$ cat config.mk
export PLATFORM = sky130hd
export DESIGN_NAME = chop_ctrl
export DESIGN_NICKNAME = d
export VERILOG_FILES = /design/src/rtl/chop_pkg.sv /design/src/rtl/chop_off_timer.sv /design/src/rtl/chop_blank_timer.sv /design/src/rtl/chop_drive.sv /design/src/rtl/chop_ctrl.sv
export SDC_FILE = /design/constraint.sdc
export NUM_CORES = 1
export LEC_CHECK = 0
export ABC_AREA = 0
export BUFFER_PORTS_ARGS = -buffer_cell sky130_fd_sc_hd__buf_4
export CAP_MARGIN = 0
export CORE_ASPECT_RATIO = 0.75
export CORE_UTILIZATION = 45
export CTS_BUF_LIST = sky130_fd_sc_hd__clkbuf_4
export DETAILED_ROUTE_END_ITERATION = 8
export PLACE_DENSITY = 0.66
export SLEW_MARGIN = 30
export SYNTH_ARGS = -nofsm -noshare
export SYNTH_HDL_FRONTEND = slang
export SYNTH_SLANG_ARGS = --single-unit
export TNS_END_PERCENT = 20
$ cat constraint.sdc
create_clock -name clk -period 4 [get_ports clk]
set_input_delay 0.8 -clock clk [delete_from_list [all_inputs] [get_ports clk]]
set_output_delay 0.8 -clock clk [all_outputs]
set_load 0.005 [all_outputs]
$ cat src/rtl/chop_pkg.sv
// Shared types for the chopper controller.
// Assumes: only the three phases below are ever reachable.
package chop_pkg;
    typedef enum logic [1:0] {
        PH_RUN   = 2'd0,
        PH_OFF   = 2'd1,
        PH_BLANK = 2'd2
    } chop_ph_e;
endpackage

$ cat src/rtl/chop_off_timer.sv
// Off-interval down-counter with mixed-decay split.
// Loads OFF_CNT-1 on load_i and counts to zero. fast_o marks the first
// share of the interval selected by sel_i. Assumes the caller only
// reads fast_o while the off phase is active.
module chop_off_timer #(
    parameter int OFF_CNT = 96,
    parameter int FAST_LO = 14,
    parameter int FAST_HI = 46
) (
    input  logic       clk,
    input  logic       rst_n,
    input  logic       load_i,
    input  logic [1:0] sel_i,
    output logic       done_o,
    output logic       fast_o
);
    localparam int OW = $clog2(OFF_CNT + 1);

    logic [OW-1:0] cnt_q;
    logic [OW-1:0] thr;

    // Threshold: the counter stays at or above it during the fast prefix.
    always_comb begin
        unique case (sel_i)
            2'b00:   thr = OW'(OFF_CNT);
            2'b01:   thr = OW'(OFF_CNT - FAST_LO);
            2'b10:   thr = OW'(OFF_CNT - FAST_HI);
            default: thr = '0;
        endcase
    end

    assign fast_o = (cnt_q >= thr);
    assign done_o = (cnt_q == '0);

    // Counter: reload on a trip, otherwise count down to zero.
    always_ff @(posedge clk) begin
        if (!rst_n)              cnt_q <= '0;
        else if (load_i)         cnt_q <= OW'(OFF_CNT - 1);
        else if (cnt_q != '0)    cnt_q <= cnt_q - 1'b1;
    end

    // once slow decay is reached, fast does not come back within a period.
    a_r3_slow_stays: assert property (@(posedge clk) disable iff (!rst_n)
        (!load_i && !fast_o) ##1 $stable(sel_i) |-> !fast_o);

    // a fresh load is never reported as done on the next cycle.
    a_r2_load_not_done: assert property (@(posedge clk) disable iff (!rst_n)
        load_i |=> !done_o);
endmodule

$ cat src/rtl/chop_blank_timer.sv
// Blanking window down-counter.
// Loads the short or long length minus one and counts to zero.
// Assumes both lengths are at least 1.
module chop_blank_timer #(
    parameter int BLANK_SHORT = 6,
    parameter int BLANK_LONG  = 12
) (
    input  logic clk,
    input  logic rst_n,
    input  logic load_i,
    input  logic long_i,
    output logic done_o
);
    localparam int BMAX = (BLANK_LONG > BLANK_SHORT) ? BLANK_LONG : BLANK_SHORT;
    localparam int BW   = $clog2(BMAX + 1);

    logic [BW-1:0] cnt_q;
    logic [BW-1:0] len_m1;

    // Pick the window length; collapse to a constant if both are equal.
    generate
        if (BLANK_SHORT == BLANK_LONG) begin : g_fixed
            assign len_m1 = BW'(BLANK_SHORT - 1);
        end else begin : g_sel
            assign len_m1 = long_i ? BW'(BLANK_LONG - 1) : BW'(BLANK_SHORT - 1);
        end
    endgenerate

    assign done_o = (cnt_q == '0);

    // Counter: reload on a window start, otherwise count down to zero.
    always_ff @(posedge clk) begin
        if (!rst_n)           cnt_q <= '0;
        else if (load_i)      cnt_q <= len_m1;
        else if (cnt_q != '0) cnt_q <= cnt_q - 1'b1;
    end

    // a counting window stays open on the following cycle.
    a_r5_count_continues: assert property (@(posedge clk) disable iff (!rst_n)
        (!load_i && cnt_q > 1) |=> !done_o);
endmodule

$ cat src/rtl/chop_drive.sv
// Decay-path output decoder and rectifier zero-current latch.
// Assumes in_off_i is high for the whole internal off interval and
// off_fast_i is valid while it is high.
module chop_drive (
    input  logic clk,
    input  logic rst_n,
    input  logic in_off_i,
    input  logic off_fast_i,
    input  logic en_i,
    input  logic ext_slow_i,
    input  logic sr_en_i,
    input  logic zero_i,
    output logic src_on_o,
    output logic fast_o,
    output logic sink_o,
    output logic sr_o
);
    logic decay;
    logic zl_q;

    // Output decode: source, decay kind, sink recirculation, rectifier gate.
    always_comb begin
        src_on_o = en_i && !in_off_i;
        decay    = !src_on_o;
        if (in_off_i)   fast_o = off_fast_i;
        else            fast_o = !en_i && !ext_slow_i;
        sink_o   = decay && !fast_o;
        sr_o     = decay && sr_en_i && !zero_i && !zl_q;
    end

    // Zero-current latch: holds for the rest of a decay interval.
    always_ff @(posedge clk) begin
        if (!rst_n)     zl_q <= 1'b0;
        else if (decay) zl_q <= zl_q | zero_i;
        else            zl_q <= 1'b0;
    end

    // after zero current within a decay, the gate stays off next cycle.
    a_r7_zero_latched: assert property (@(posedge clk) disable iff (!rst_n)
        (decay && zero_i) ##1 decay |-> !sr_o);

    // sinks never recirculate while the source conducts.
    a_r4_no_sink_with_src: assert property (@(posedge clk) disable iff (!rst_n)
        src_on_o |-> !sink_o);
endmodule

$ cat src/rtl/chop_ctrl.sv
// Fixed off-time PWM chopper controller (top).
// Sequence: RUN (source on) -> trip -> OFF (fixed count) -> BLANK -> RUN.
// Enable edges and direction changes restart blanking outside OFF.
// Assumes all inputs are synchronous to clk.
module chop_ctrl #(
    parameter int OFF_CNT     = 96,
    parameter int FAST_LO     = 14,
    parameter int FAST_HI     = 46,
    parameter int BLANK_SHORT = 6,
    parameter int BLANK_LONG  = 12
) (
    input  logic       clk,
    input  logic       rst_n,
    input  logic       trip_i,
    input  logic       zero_i,
    input  logic       en_i,
    input  logic       dir_i,
    input  logic [1:0] decay_sel_i,
    input  logic       blank_long_i,
    input  logic       sr_en_i,
    input  logic       ext_slow_i,
    output logic       src_on_o,
    output logic       fast_decay_o,
    output logic       sink_recirc_o,
    output logic       sr_gate_o,
    output logic       blanking_o
);
    import chop_pkg::*;

    chop_ph_e ph_q, ph_d;
    logic     en_q, dir_q;
    logic     evt;
    logic     off_load, blank_load;
    logic     off_done, off_fast, blank_done;

    assign evt = (en_i != en_q) || (dir_i != dir_q);

    // Next phase and timer loads.
    always_comb begin
        ph_d       = ph_q;
        off_load   = 1'b0;
        blank_load = 1'b0;
        unique case (ph_q)
            PH_RUN: begin
                if (evt) begin
                    ph_d = PH_BLANK; blank_load = 1'b1;
                end else if (trip_i && en_i) begin
                    ph_d = PH_OFF; off_load = 1'b1;
                end
            end
            PH_OFF: begin
                if (off_done) begin
                    ph_d = PH_BLANK; blank_load = 1'b1;
                end
            end
            PH_BLANK: begin
                if (evt)             blank_load = 1'b1;
                else if (blank_done) ph_d = PH_RUN;
            end
            default: ph_d = PH_RUN;
        endcase
    end

    // Phase register and input edge trackers.
    always_ff @(posedge clk) begin
        if (!rst_n) begin
            ph_q  <= PH_RUN;
            en_q  <= 1'b0;
            dir_q <= 1'b0;
        end else begin
            ph_q  <= ph_d;
            en_q  <= en_i;
            dir_q <= dir_i;
        end
    end

    chop_off_timer #(
        .OFF_CNT(OFF_CNT), .FAST_LO(FAST_LO), .FAST_HI(FAST_HI)
    ) off_i (
        .clk(clk), .rst_n(rst_n), .load_i(off_load), .sel_i(decay_sel_i),
        .done_o(off_done), .fast_o(off_fast)
    );

    chop_blank_timer #(
        .BLANK_SHORT(BLANK_SHORT), .BLANK_LONG(BLANK_LONG)
    ) blank_i (
        .clk(clk), .rst_n(rst_n), .load_i(blank_load), .long_i(blank_long_i),
        .done_o(blank_done)
    );

    chop_drive drive_i (
        .clk(clk), .rst_n(rst_n), .in_off_i(ph_q == PH_OFF), .off_fast_i(off_fast),
        .en_i(en_i), .ext_slow_i(ext_slow_i), .sr_en_i(sr_en_i), .zero_i(zero_i),
        .src_on_o(src_on_o), .fast_o(fast_decay_o), .sink_o(sink_recirc_o),
        .sr_o(sr_gate_o)
    );

    assign blanking_o = (ph_q == PH_BLANK);

    // the off phase is left only when its counter has expired.
    a_r9_off_holds: assert property (@(posedge clk) disable iff (!rst_n)
        (ph_q == PH_OFF && !off_done) |=> ph_q == PH_OFF);

    // a trip inside the blank window never starts an off interval.
    a_r5_blank_masks: assert property (@(posedge clk) disable iff (!rst_n)
        (ph_q == PH_BLANK && trip_i) |=> ph_q != PH_OFF);

    // an accepted trip in the run phase starts the off interval.
    a_r2_trip_to_off: assert property (@(posedge clk) disable iff (!rst_n)
        (ph_q == PH_RUN && trip_i && en_i && !evt) |=> !src_on_o);

    // an edge outside the off phase opens the blank window.
    a_r6_event_blanks: assert property (@(posedge clk) disable iff (!rst_n)
        (ph_q != PH_OFF && evt) |=> blanking_o);

    // with enable low the source never conducts.
    a_r8_disabled_src_off: assert property (@(posedge clk) disable iff (!rst_n)
        !en_i |-> !src_on_o);
endmodule

==> metrics.md, run 1 <==
| Metric | Value |
|---|---|
| Routed WL per cell | `13.1 um` |
| Max-slew headroom | `between 50% and 60%` |
| Hold WS | `0.510 ns` |
| Achievable Freq | `0.287 GHz` |
| Share of cells above drive strength 1 | `19.7%` |
| Total wire length | `approximately 2000 um` |
| Startpoint Class | `input port` |
| CTS root buf | `clkbuf_4` |
| RSZ-0062 raised after global routing | `no` |
| Simple-gate share of the synthesized area | `a little over a quarter` |
| Worst path arrival time | `roughly 2.7 ns` |
| Gr usage total | `between 10% and 20%` |
| Final core utilization | `56.7%` |
| Hold Crit Start | `drive_i.zl_q` |
| Reg-to-reg critical path startpoint | `off_i.cnt_q[2]` |
| Layout Nets | `around 150` |
| WHS Endpoint | `drive_i.zl_q` |
| Antenna diodes | `0` |
| Final count of pins violating max slew | `0` |
| Initial Utilization | `48.6%` |
| Area Growth Syn to Fin | `16.6%` |
| Total number of vias | `849` |
| Cell area after synthesis | `996 sq um` |
| Fin crit share | `87.1%` |
| Clock Sinks | `16` |
| Syn Area/Cell | `about 8.7 sq um` |
| Fin crit period | `3.48 ns` |
| Fin Setup TNS | `0 ns` |
| Num rows | `14` |
| Endpoints failing hold | `0` |
| Worst-case clock buffer depth | `2` |
| CTS resizes | `0` |
| HP Class | `flip-flop to flip-flop` |
| WP data required | `3.20 ns` |
| R2r setup slk | `2.30 ns` |
| Share of flip-flops with an asynchronous set or reset | `0%` |
| Initial DRC Count | `37` |
| Overflow after GRT | `0` |
| Status | `finished clean` |
| Vias in the first global route | `roughly 850` |
| Yosys cell types | `37` |
| Crit-path cells | `buf_4 -> inv_1 -> ha_1 -> inv_1 -> ha_1 -> o211ai_1 -> a41oi_1 -> a2111oi_0 -> a31o_2 -> buf_4` |
| Clk_skew | `slightly above 0.007 ns` |
| Setup bufs post-CTS | `0` |
| RR Endpoint | `off_i.cnt_q[1]` |
| CTS Hold Buffers Added | `0` |
| Area of the die | `2410 sq um` |
| Residual DRC count | `0` |
| Die Ht | `about 43 um` |
| IO Port Bufs | `15` |
| Setup crit end kind | `output port` |
| CTS tree | `yes` |
| Mapped Nets | `135` |
| Final Setup Violations | `0` |
| Synth Warn # | `0` |
| Critical path type | `input port to output port` |
| Core area | `a little over 2000 sq um` |
| Worst r2r path cells | `4` |
| Actual slew at the worst max-slew pin | `between 0.6 and 0.7 ns` |
| Largest family of logic cells by synthesized area | `simple AND/OR/NAND/NOR gates` |
| Layout filler cell count | `between 150 and 200` |
| Synth Area in Compound Gates | `15.1%` |
| Post-DR vias/cell | `5.44` |
| Routed Antenna Nets | `0` |
| Pleak | `0.519 nW` |
| DP HPWL | `approximately 1600 um` |
| Final RePlAce weighted congestion | `0.844` |
| Crit path max-delay cell type | `a2111oi_0` |
| Area share of fa/ha/maj cells after synthesis | `between 10% and 20%` |
| Worst-path clk slew | `0.09 ns` |
| Synthesis-stage register bit count | `16` |
| First-pass DRT Iterations | `6` |
| First-pass GRT wire length | `roughly 3700 um` |
| Io pins | `16` |
| Largest net degree at the start of global routing | `10` |
| Top_reg_cell synth | `dfxtp_1` |
| CP Max Fanout | `4` |
| Sequential area share after synthesis | `32.2%` |
| Max-cap violations | `0` |
| Post-synthesis mux area share | `4.02%` |
| Maximum VDD drop | `0.452 mV` |
| Die width | `56.3 um` |
| CTS buffer count | `3` |
| Xor/xnor share of the synthesized area | `4.40%` |
| WHS Path Cells | `2` |
| Initial antenna violation count | `0` |
| Total Power | `0.612 mW` |
| Synthesized netlist cell count | `114` |
| EDFF count, synth | `0` |
| H-tree Lvls | `1` |
| Clk_lat worst skew | `between 0.2 and 0.3 ns` |
| Largest stage delay, worst path | `0.57 ns` |
| P per Cell Area | `527 nW/um^2` |
[where the power goes]
part / leakage [nW] / switching, mW / internal [mW] / total (mW)
combinational: 0.371 / 0.150 / 0.142 / 0.292
clock: 0.0154 / 0.0524 / 0.0363 / 0.0886
sequential: 0.133 / 0.0374 / 0.194 / 0.231
total: 0.519 / 0.239 / 0.373 / 0.612
[layout make-up]
class,count,area [sq um],share of cell area (%)
Tap cell,24,30.0,2.59
Timing Repair Buffer,15,113,9.70
Multi-Input combinational cell,85,627,54.0
Inverter,12,45.0,3.88
Sequential cell,16,320,27.6
Clock inverter,1,3.75,0.323
Clock buffer,3,22.5,1.94
[flip-flops by register name, summed over array words and instances, names as in the netlist]
register	count
off_i.cnt_q	7
drive_i.zl_q	1
ph_q	2
blank_i.cnt_q	4
dir_q	1
en_q	1
[worst max-delay path by stage]
stage,start,endpoint,depth (start not counted)
final,decay_sel_i[0],sink_recirc_o,10
after global routing,decay_sel_i[0],sink_recirc_o,10
after CTS,decay_sel_i[0],sink_recirc_o,10
after detailed placement,decay_sel_i[0],sink_recirc_o,10
after global placement,decay_sel_i[0],sink_recirc_o,10
after floorplan,decay_sel_i[1],sink_recirc_o,8
[routing by layer]
layer  part of all wire [%]  wire length, um  GRT usage [%]
met4                      0                0           2.93
met2                     44              908           32.9
met5                      0                0              0
met3                    5.8              119           6.40
met1                     50             1010           25.6
[cells in the mapped netlist (all sizes together) (2+ instances only)]
master	n	share of area, %
dfxtp	16	32
a31oi	2	1.3
or3	3	2.4
nor4	2	2.8
xnor2	3	2.6
o211ai	2	1.5
nand2b	4	2.5
and2	3	1.9
nand2	6	2.3
xor2	2	1.8
nand3b	2	1.5
ha	10	13
mux2i	4	4.0
nor3	8	4.5
nor2	10	3.8
o21a	6	4.5
inv	11	4.1
a21oi	4	2.0
[worst max-delay path: cells and delay by family]
kind	cells	cell delay, ns
AOI/OAI and AO/OA	4	1.01
adders and majority gates	2	0.57
buffers and inverters	4	0.29
[cell usage in the layout, fill, tap and decap left out]
| cell type | instances |
|---|---|
| a21oi_1 | 4 |
| o21ba_2 | 1 |
| xnor2_1 | 3 |
| buf_4 | 15 |
| o21a_1 | 6 |
| nor3_1 | 7 |
| nand3_1 | 1 |
| nand2b_1 | 4 |
| nor3_2 | 1 |
| or3_4 | 1 |
| or2_2 | 1 |
| o211ai_1 | 2 |
| ha_1 | 10 |
| inv_1 | 11 |
| or3b_2 | 1 |
| clkinv_1 | 2 |
| a31oi_1 | 2 |
| nand3b_1 | 2 |
| mux2i_1 | 4 |
| and2_1 | 3 |
| nor4_4 | 1 |
| nor2_1 | 10 |
| and4_1 | 1 |
| nor2b_1 | 1 |
| xor2_1 | 2 |
| dfxtp_1 | 16 |
| nand2_1 | 6 |
| a31o_2 | 1 |
| a41oi_1 | 1 |
| o21bai_1 | 1 |
| clkbuf_4 | 3 |
| o21ai_0 | 1 |
| a2111oi_0 | 1 |
| nand4_1 | 1 |
| nor4_1 | 1 |
| o31a_1 | 1 |
| or3_1 | 2 |
| or4_4 | 1 |
[cell families after synthesis]
family	count (synthesis)
AND/OR/NAND/NOR	45
flip-flops	16
AO/OA/AOI/OAI	21
XOR/XNOR	5
multiplexers	4
adder cells (fa/ha/maj)	10
buffers and inverters	13
[metrics by stage]
step / area, sq um / setup WS, ns / cells
2_1_floorplan: 996 / 1.02 / 114
3_3_place_gp: 1130 / 0.683 / 152
3_5_place_dp: 1130 / 0.568 / 152
4_1_cts: 1160 / 0.551 / 156
5_1_grt: 1160 / 0.378 / 156
6_report: 1160 / 0.516 / 156
(Power assumes the default switching activity.)
==> run 2, diff against run 1 <==
Settings changed: GPL_TIMING_DRIVEN set to 0.
==> run 2 against run 1 <==
Compared with the run above:
- worst setup slack gained 0.065 ns
- die area is the same
- critical path depth is the same
- register-to-register slack is essentially flat
- non-clock buffer count is the same
- via count grew 1.1%
- flip-flop and latch count is the same
- critical path type unchanged
- critical endpoint unchanged
==> metrics.md, run 2 (synthesis gave the netlist of run 1 again) <==
| Metric | Value |
|---|---|
| Fin crit period | `~3.4 ns` |
| CTS root buf | `clkbuf_4` |
| Final core utilization | `56.5%` |
| P per Cell Area | `526 nW/um^2` |
| Clk_lat worst skew | `0.30 ns` |
| Setup crit end kind | `output port` |
| First-pass GRT wire length | `3420 um` |
| Layout Nets | `roughly 150` |
| CTS buffer count | `3` |
| Largest register FFs | `7` |
| Placed Cells | `152` |
| Dpl cell area | `1130 sq um` |
| H-tree Lvls | `1` |
| CTS resizes | `0` |
| CTS Hold Buffers Added | `0` |
| Routed WL per cell | `around 13 um` |
| Endpoints failing hold | `0` |
| Pre-CTS WS | `0.564 ns` |
| Largest register by flop count | `off_i.cnt_q` |
| Routed Antenna Nets | `0` |
| Startpoint Class | `input port` |
| Core area | `2050 sq um` |
| Initial antenna violation count | `0` |
| Worst path arrival time | `2.62 ns` |
| Die Ht | `42.7 um` |
| Largest net degree at the start of global routing | `10` |
| WP data required | `3.20 ns` |
| Gr usage total | `19.0%` |
| Reg-to-reg critical path startpoint | `off_i.cnt_q[2]` |
| Overflow after GRT | `0` |
| Initial DRC Count | `23` |
| Worst Setup EP | `sink_recirc_o` |
| Layout filler cell count | `187` |
| Initial Utilization | `48.6%` |
| Maximum VDD drop | `between 0.4 and 0.5 mV` |
| R2r setup slk | `2.30 ns` |
| Max-slew headroom | `57.1%` |
| Share of cells above drive strength 1 | `18.9%` |
| First-pass DRT Iterations | `4` |
| Residual DRC count | `0` |
| Actual slew at the worst max-slew pin | `approximately 0.63 ns` |
| Area of the die | `2410 sq um` |
| Max-cap violations | `0` |
| Most common cell after layout, fill and taps aside | `dfxtp_1` |
| Final count of pins violating max slew | `0` |
| Achievable Freq | `0.293 GHz` |
| Clock Sinks | `16` |
| DP HPWL | `~1500 um` |
| Worst-path clk slew | `0.10 ns` |
| CTS tree | `yes` |
| Worst-case clock buffer depth | `2` |
| Num rows | `14` |
| Clk_skew | `around 0.011 ns` |
| CP Max Fanout | `4` |
| Pleak | `about 0.52 nW` |
| Final RePlAce weighted congestion | `~0.84` |
| HP Class | `flip-flop to flip-flop` |
| Most frequent cells in the layout | `dfxtp_1 (16), buf_4 (14), inv_1 (11)` |
| RR Endpoint | `off_i.cnt_q[1]` |
| Fin crit share | `a little under nine tenths` |
| Io pins | `16` |
| Worst r2r path cells | `4` |
| Final Setup Violations | `0` |
| Die width | `56.3 um` |
| Largest registers | `off_i.cnt_q: 7 flops, blank_i.cnt_q: 4 flops, ph_q: 2 flops` |
| IO Port Bufs | `14` |
| Non-filler cells, final | `156` |
| Post-route cell area | `1160 sq um` |
| Status | `finished clean` |
| Worst setup slack after layout | `0.581 ns` |
| Antenna diodes | `0` |
| Setup bufs post-CTS | `0` |
| Area Growth Syn to Fin | `16.2%` |
| Critical path type | `input port to output port` |
| RSZ-0062 raised after global routing | `no` |
| Total wire length | `1960 um` |
| Post-DR vias/cell | `~5.5` |
| Critical path origin | `decay_sel_i[0]` |
| Vias in the first global route | `794` |
| Fin Setup TNS | `0 ns` |
| Total number of vias | `around 860` |
-- run 2: cell types whose count changed in the layout (fill, tap and decap cells not counted), sizes merged --
cell / before / now
buf: 15 / 14
clkbuf: 3 / 4
-- run 2: per-stage QoR --
| step | hold slack (ns) | total power, mW |
|---|---|---|
| after floorplan | 0.471 | 0.457 |
| after global placement | 0.490 | 0.509 |
| after detailed placement | 0.510 | 0.519 |
| after CTS | 0.532 | 0.613 |
| after global routing | 0.567 | 0.665 |
| final | 0.533 | 0.609 |
-- run 2: per-layer routing --
metal	global-route usage, %	routed length (um)	vias up
li1	-	-	438
met4	5.85	25	0
met5	0	0	-
met1	24.5	1010	400
met3	5.49	90	4
met2	30.7	836	16
-- run 2: worst min path at each step --
stage	endpoint	start	cells after the start	slack, ns
2_1_floorplan	drive_i.zl_q	drive_i.zl_q	2	0.47
4_1_cts	drive_i.zl_q	drive_i.zl_q	2	0.53
5_1_grt	drive_i.zl_q	drive_i.zl_q	2	0.57
3_3_place_gp	drive_i.zl_q	drive_i.zl_q	2	0.49
3_5_place_dp	drive_i.zl_q	drive_i.zl_q	2	0.51
6_report	drive_i.zl_q	drive_i.zl_q	2	0.53
-- run 2: area by class of cell --
class	instances	area, sq um	area share (%)
multi-input cells	85	627	54.2
clock inverters	1	3.75	0.324
plain buffers	1	3.75	0.324
well taps	24	30.0	2.59
repair buffers	14	105	9.08
clock buffers	3	22.5	1.95
inverters	12	45.0	3.89
flip-flops and latches	16	320	27.7
-- run 2: power by group --
group	leakage [nW]	internal [mW]	total (mW)	switching [mW]
Clock	0.0154	0.0364	0.0919	0.0555
Sequential	0.133	0.194	0.230	0.0357
Combinational	0.367	0.142	0.287	0.145
Total	0.515	0.373	0.609	0.237
-- run 2: critical path, cell delays in order --
cell,delay [ns]
buf_4,0.10
inv_1,0.04
ha_1,0.29
inv_1,0.04
ha_1,0.26
o211ai_1,0.18
a41oi_1,0.07
a2111oi_0,0.52
a31o_2,0.20
buf_4,0.10
